**src/rtl/pre_insert_pkg.sv**
```systemverilog
package pre_insert_pkg;
  typedef enum logic [1:0] {ST_IDLE, ST_PRE, ST_PAY} ins_state_e;

  localparam logic [2:0] MODE_FSK   = 3'd0;
  localparam logic [2:0] MODE_QPSK  = 3'd1;
  localparam logic [2:0] MODE_DQPSK = 3'd2;

  // one-symbol minimum per modulation mode
  function automatic int unsigned mode_min_len(logic [2:0] mode);
    if (mode == MODE_FSK || mode == MODE_QPSK) return 0;
    if (mode == MODE_DQPSK) return 2;
    return 4;
  endfunction
endpackage

```
**src/rtl/pre_cfg_regs.sv**
```systemverilog
module pre_cfg_regs #(
  parameter int unsigned PAT_W = 96,
  parameter int unsigned LEN_W = 7
) (
  input  logic             clk_i,
  input  logic             rst_ni,
  input  logic             we_i,
  input  logic [PAT_W-1:0] pat_i,
  input  logic [LEN_W-1:0] len_i,
  input  logic [2:0]       mode_i,
  output logic [PAT_W-1:0] pat_o,
  output logic [LEN_W-1:0] len_o,
  output logic [2:0]       mode_o
);
  always_ff @(posedge clk_i or negedge rst_ni) begin
    if (!rst_ni) begin
      pat_o  <= '0;
      len_o  <= '0;
      mode_o <= '0;
    end else if (we_i) begin
      pat_o  <= pat_i;
      len_o  <= len_i;
      mode_o <= mode_i;
    end
  end
endmodule

```
**src/rtl/pre_len_calc.sv**
```systemverilog
module pre_len_calc
  import pre_insert_pkg::*;
#(
  parameter int unsigned PAT_W = 96,
  parameter int unsigned LEN_W = 7,
  parameter int unsigned CNT_W = $clog2(PAT_W + 1)
) (
  input  logic [LEN_W-1:0] len_i,
  input  logic [2:0]       mode_i,
  output logic [CNT_W-1:0] eff_o
);
  int unsigned req, lo, val;
  always_comb begin
    req = 32'(len_i);
    lo  = mode_min_len(mode_i);
    val = (req < lo) ? lo : req;
    if (val > PAT_W) val = PAT_W;
    eff_o = CNT_W'(val);
  end
endmodule

```
**src/rtl/pre_shift_ctrl.sv**
```systemverilog
module pre_shift_ctrl
  import pre_insert_pkg::*;
#(
  parameter int unsigned PAT_W = 96,
  parameter int unsigned CNT_W = $clog2(PAT_W + 1)
) (
  input  logic             clk_i,
  input  logic             rst_ni,
  input  logic             tx_en_i,
  input  logic             start_i,
  input  logic             bit_en_i,
  input  logic [PAT_W-1:0] pat_i,
  input  logic [CNT_W-1:0] eff_i,
  output ins_state_e       state_o,
  output logic             pre_bit_o
);
  logic [PAT_W-1:0] sh_q;
  logic [CNT_W-1:0] cnt_q;

  always_ff @(posedge clk_i or negedge rst_ni) begin
    if (!rst_ni) begin
      state_o <= ST_IDLE;
      sh_q    <= '0;
      cnt_q   <= '0;
    end else if (!tx_en_i) begin
      state_o <= ST_IDLE;
    end else if (start_i) begin
      sh_q    <= pat_i;
      cnt_q   <= eff_i;
      state_o <= (eff_i == '0) ? ST_PAY : ST_PRE;
    end else if (state_o == ST_PRE && bit_en_i) begin
      sh_q  <= {sh_q[PAT_W-2:0], 1'b0};
      cnt_q <= cnt_q - 1'b1;
      // handover on the same edge as the last preamble bit
      if (cnt_q == CNT_W'(1)) state_o <= ST_PAY;
    end
  end

  assign pre_bit_o = sh_q[PAT_W-1];
endmodule

```
**src/rtl/pre_insert_top.sv**
```systemverilog
module pre_insert_top
  import pre_insert_pkg::*;
#(
  parameter int unsigned PAT_W = 96,
  parameter int unsigned LEN_W = 7
) (
  input  logic             clk_i,
  input  logic             rst_ni,
  input  logic             cfg_we_i,
  input  logic [PAT_W-1:0] cfg_pat_i,
  input  logic [LEN_W-1:0] cfg_len_i,
  input  logic [2:0]       cfg_mode_i,
  input  logic             tx_en_i,
  input  logic             bit_en_i,
  input  logic             pay_data_i,
  input  logic             pay_valid_i,
  output logic             pay_ready_o,
  output logic             ser_o,
  output logic             ser_valid_o,
  output logic             pre_flag_o
);
  localparam int unsigned CNT_W = $clog2(PAT_W + 1);

  logic [PAT_W-1:0] pat_q;
  logic [LEN_W-1:0] len_q;
  logic [2:0]       mode_q;
  logic [CNT_W-1:0] eff_len;
  logic             tx_q, start, pre_bit;
  ins_state_e       state;

  pre_cfg_regs #(.PAT_W(PAT_W), .LEN_W(LEN_W)) u_cfg (
    .clk_i, .rst_ni, .we_i(cfg_we_i), .pat_i(cfg_pat_i), .len_i(cfg_len_i),
    .mode_i(cfg_mode_i), .pat_o(pat_q), .len_o(len_q), .mode_o(mode_q)
  );

  pre_len_calc #(.PAT_W(PAT_W), .LEN_W(LEN_W), .CNT_W(CNT_W)) u_len (
    .len_i(len_q), .mode_i(mode_q), .eff_o(eff_len)
  );

  always_ff @(posedge clk_i or negedge rst_ni) begin
    if (!rst_ni) tx_q <= 1'b0;
    else         tx_q <= tx_en_i;
  end
  assign start = tx_en_i & ~tx_q;

  pre_shift_ctrl #(.PAT_W(PAT_W), .CNT_W(CNT_W)) u_shift (
    .clk_i, .rst_ni, .tx_en_i, .start_i(start), .bit_en_i,
    .pat_i(pat_q), .eff_i(eff_len), .state_o(state), .pre_bit_o(pre_bit)
  );

  always_comb begin
    pre_flag_o  = (state == ST_PRE);
    pay_ready_o = (state == ST_PAY) & bit_en_i;
    ser_valid_o = bit_en_i & (pre_flag_o | ((state == ST_PAY) & pay_valid_i));
    unique case (state)
      ST_PRE:  ser_o = pre_bit;
      ST_PAY:  ser_o = pay_data_i;
      default: ser_o = 1'b0;
    endcase
  end
endmodule

```
**config.mk**
```make
export PLATFORM = sky130hd
export DESIGN_NAME = pre_insert_top
export DESIGN_NICKNAME = d
export VERILOG_FILES = /design/src/rtl/pre_insert_pkg.sv /design/src/rtl/pre_cfg_regs.sv /design/src/rtl/pre_len_calc.sv /design/src/rtl/pre_shift_ctrl.sv /design/src/rtl/pre_insert_top.sv
export SDC_FILE = /design/constraint.sdc
export NUM_CORES = 1
export LEC_CHECK = 0
export BUFFER_PORTS_ARGS = -buffer_cell sky130_fd_sc_hd__buf_2
export CORE_MARGIN = 3
export CORE_UTILIZATION = 60
export CTS_CLUSTER_SIZE = 12
export DETAILED_ROUTE_END_ITERATION = 10
export PLACE_DENSITY_LB_ADDON = 0.3
export SYNTH_ARGS = -nofsm -noshare
export SYNTH_HDL_FRONTEND = slang
export SYNTH_HIERARCHICAL = 1
export SYNTH_SLANG_ARGS = --single-unit
```
**constraint.sdc**
```tcl
create_clock -name clk_i -period 5.95 [get_ports clk_i]
set_input_delay 0.8925 -clock clk_i [delete_from_list [all_inputs] [get_ports clk_i]]
set_output_delay 0.8925 -clock clk_i [all_outputs]
set_load 0.01 [all_outputs]
```
==> results by group <==
Place
  • Port bufs: 116
  • HPWL after detailed placement: 11.3 mm
  • RD Place Congestion: 0.831
  • Pre-CTS setup slack: 2.63 ns

GRT
  • Total gr overflow: 0
  • Initial antenna violation count: 2
  • GRT Overall Usage: 0.204
  • First-pass GRT wire length: 28.4 mm
  • Vias in the first global route: roughly 6,000
  • Pin count of the biggest net entering global routing: 115

Yosys
  • Mapped Nets: 852
  • Syn_area_per_cell: roughly 13 sq um
  • Dominant cells by area after synthesis: dfrtp_1 57%, mux2i_1 10%, mux2_2 8.0%
  • Commonest cells post-synth: 212 x dfrtp_1, 99 x nand2_1, 95 x mux2i_1
  • Gate Count Post-Synth: 733
  • Synth Flop Type: dfrtp_1
  • Share of the synthesized area in the top cell type: 0.571
  • Post-synthesis register bit count: between 200 and 250
  • EDFF count, synth: 0
  • Cell area after synthesis: 9300 sq um
  • Cell with the most instances after synthesis: dfrtp_1
  • Post-synthesis cell type count: 46
  • Ys Warns: 6
  • Sequential fraction of the synthesis area: 0.571
  • Leading area contributor after synthesis: dfrtp_1
  • Async SR Flop Fraction: 1.00

Outcome
  • Status: completed

Timing
  • Clk_skew: 0.0141 ns
  • Max-slew violations: 0
  • Fmax: 357 MHz
  • Post-route setup slack: 3.15 ns
  • Slew headroom: 0.355
  • Fin crit share: 0.470
  • RSZ-0062 raised after global routing: false
  • Final setup viols: 0
  • Worst slew pin tran: around 0.97 ns
  • Tmin final: about 2.8 ns
  • Final hold vios: 0
  • Setup TNS: 0 ns

Routing
  • Routed Antenna Nets: 0
  • Iteration-0 DRC Markers: 307
  • Routed wire length: 17.2 mm
  • Vias: 5,726
  • Pre-Repair DR Iteration Count: 5
  • DR vias/cell: 5.56
  • # DRC: 0
  • Wire per inst: about 17 microns

Power
  • Pwr/cell area: about 360 nW/um^2
  • Leak: 0.00488 uW
  • IR drop worst, VDD: 0.259 mV

Floorplanning
  • Die H: 130 microns
  • Initial Utilization: 0.625
  • Horiz. Die Dim: approximately 130 microns
  • Num ports: 117
  • Die area: around 17,000 sq um
  • Core Area: 14,900 sq um
  • FP Rows: 44

CTS
  • CTS tree: yes
  • Clock Latency Late Sink: 0.50 ns
  • Total CTS buffers: 23
  • Clk slew on worst S/H paths: 0.06 ns
  • Postcts setup bufs: 0
  • Root Driver: clkbuf_16
  • H-Tree Level Count: 1
  • CTS Buffer Depth: 3
  • Cts repair resizes: 0
  • Sink Count: around 210
  • Hold buffer count at cts: 0

Final layout
  • Nets: 950
  • Layout cell share with drive strength beyond 1: 0.321
  • Area Overhead vs Synth: 13.9%
  • Antenna diode count: 0
  • Final Util: 0.712

Setup path
  • Crit path kind: input pin to flop
  • R2R cell count: 8
  • Critical Path End Type: flop
  • CP Launch Type: input pin
  • Critical path arrival: 3.12 ns
  • CP Max Fanout: 58
  • Required @ worst endpoint: 6.27 ns

Flow run
  • MaxCap Viol Count: 0

Min path
  • Hold WC Path Type: input pin to async pin
## power by group
part	switching, uW	internal [uW]	total (uW)	leakage [uW]
Sequential	175	1720	1890	0.00261
Clock	534	795	1330	0.000356
Combinational	271	280	551	0.00191
Total	979	2790	3770	0.00488
## metal layers
layer  track usage  vias to the layer above  part of all wire
li1              -                     2771                 -
met1         0.283                     2808              0.45
met2         0.337                      113              0.48
met3        0.0382                       30             0.043
met4        0.0532                        4             0.022
met5             0                        -           0.00082
## state kept, by name (all words and copies together), names as in the netlist
| register | flops |
|---|---|
| u_shift/sh_q | 96 |
| u_shift/cnt_q | 7 |
| u_cfg/mode_o | 3 |
| u_cfg/pat_o | 96 |
| u_cfg/len_o | 7 |
| tx_q | 1 |
| u_shift/state_o | 2 |
## worst max-delay path, stage by stage
cell	delay [ns]
buf_2	0.25
nor2b_4	0.64
buf_4	0.83
mux2i_1	0.31
o21ai_0	0.12
## logic make-up (layout without fill, tap and decap cells)
| group | count (synthesis) | count (layout) | synth area share |
|---|---|---|---|
| AOI/OAI and AO/OA | 124 | 124 | 0.0746 |
| adders and majority gates | 6 | 6 | 0.00808 |
| buffers and inverters | 55 | 167 | 0.0351 |
| DFF | 212 | 212 | 0.571 |
| muxes | 201 | 201 | 0.247 |
| and+or+nand+nor | 135 | 135 | 0.0647 |
## placed cells by master, fill, tap and decap left out, types with 2 or more instances in the layout
cell type / instances
a211oi_1: 3
a21oi_1: 7
and2_1: 2
buf_2: 114
buf_4: 8
clkbuf_1: 5
clkbuf_16: 23
clkbuf_8: 8
clkinv_2: 3
dfrtp_1: 212
ha_1: 6
inv_1: 5
mux2_2: 66
mux2_4: 40
mux2i_1: 95
nand2_1: 99
nand3b_1: 2
nand4_1: 2
nor2_1: 9
nor2b_1: 2
nor3_1: 3
nor4_1: 4
o21ai_0: 72
o21ai_1: 26
o22ai_1: 3
o32ai_1: 2
## path summary, 6_finish.rpt
| kind | start | to | slack (ns) |
|---|---|---|---|
| setup / recovery | tx_en_i | u_shift/sh_q[70]$_DFFE_PN0P_ | 3.15 |
| max in group asynchronous | rst_ni | u_cfg/pat_o[30]$_DFFE_PN0P_ | 4.26 |
| hold reg to reg | u_shift/sh_q[12]$_DFFE_PN0P_ | u_shift/sh_q[12]$_DFFE_PN0P_ | 0.48 |
| min in group clk_i | u_shift/sh_q[12]$_DFFE_PN0P_ | u_shift/sh_q[12]$_DFFE_PN0P_ | 0.48 |
| setup reg to reg | u_cfg/mode_o[1]$_DFFE_PN0P_ | u_shift/state_o[1]$_DFFE_PN0P_ | 3.49 |
| hold / removal | rst_ni | u_cfg/pat_o[79]$_DFFE_PN0P_ | 0.38 |
## layout make-up
type	count	area, sq um
fillers	1021	4280
flip-flops and latches	212	5310
multi-input cells	466	3670
clock buffers	35	691
inverters	5	18.8
repair buffers	123	644
well taps	184	230
clock inverters	4	23.8
## per-stage QoR
stage	area, sq um	hold slack (ns)	cells	total power [uW]
floorplan	9300	0.448	733	2280
global placement	9870	0.460	990	2410
detailed placement	9870	0.472	990	2470
CTS	10600	0.397	1029	3820
global route	10600	0.421	1029	3980
finish	10600	0.382	1029	3770
(Power assumes the default switching activity.)
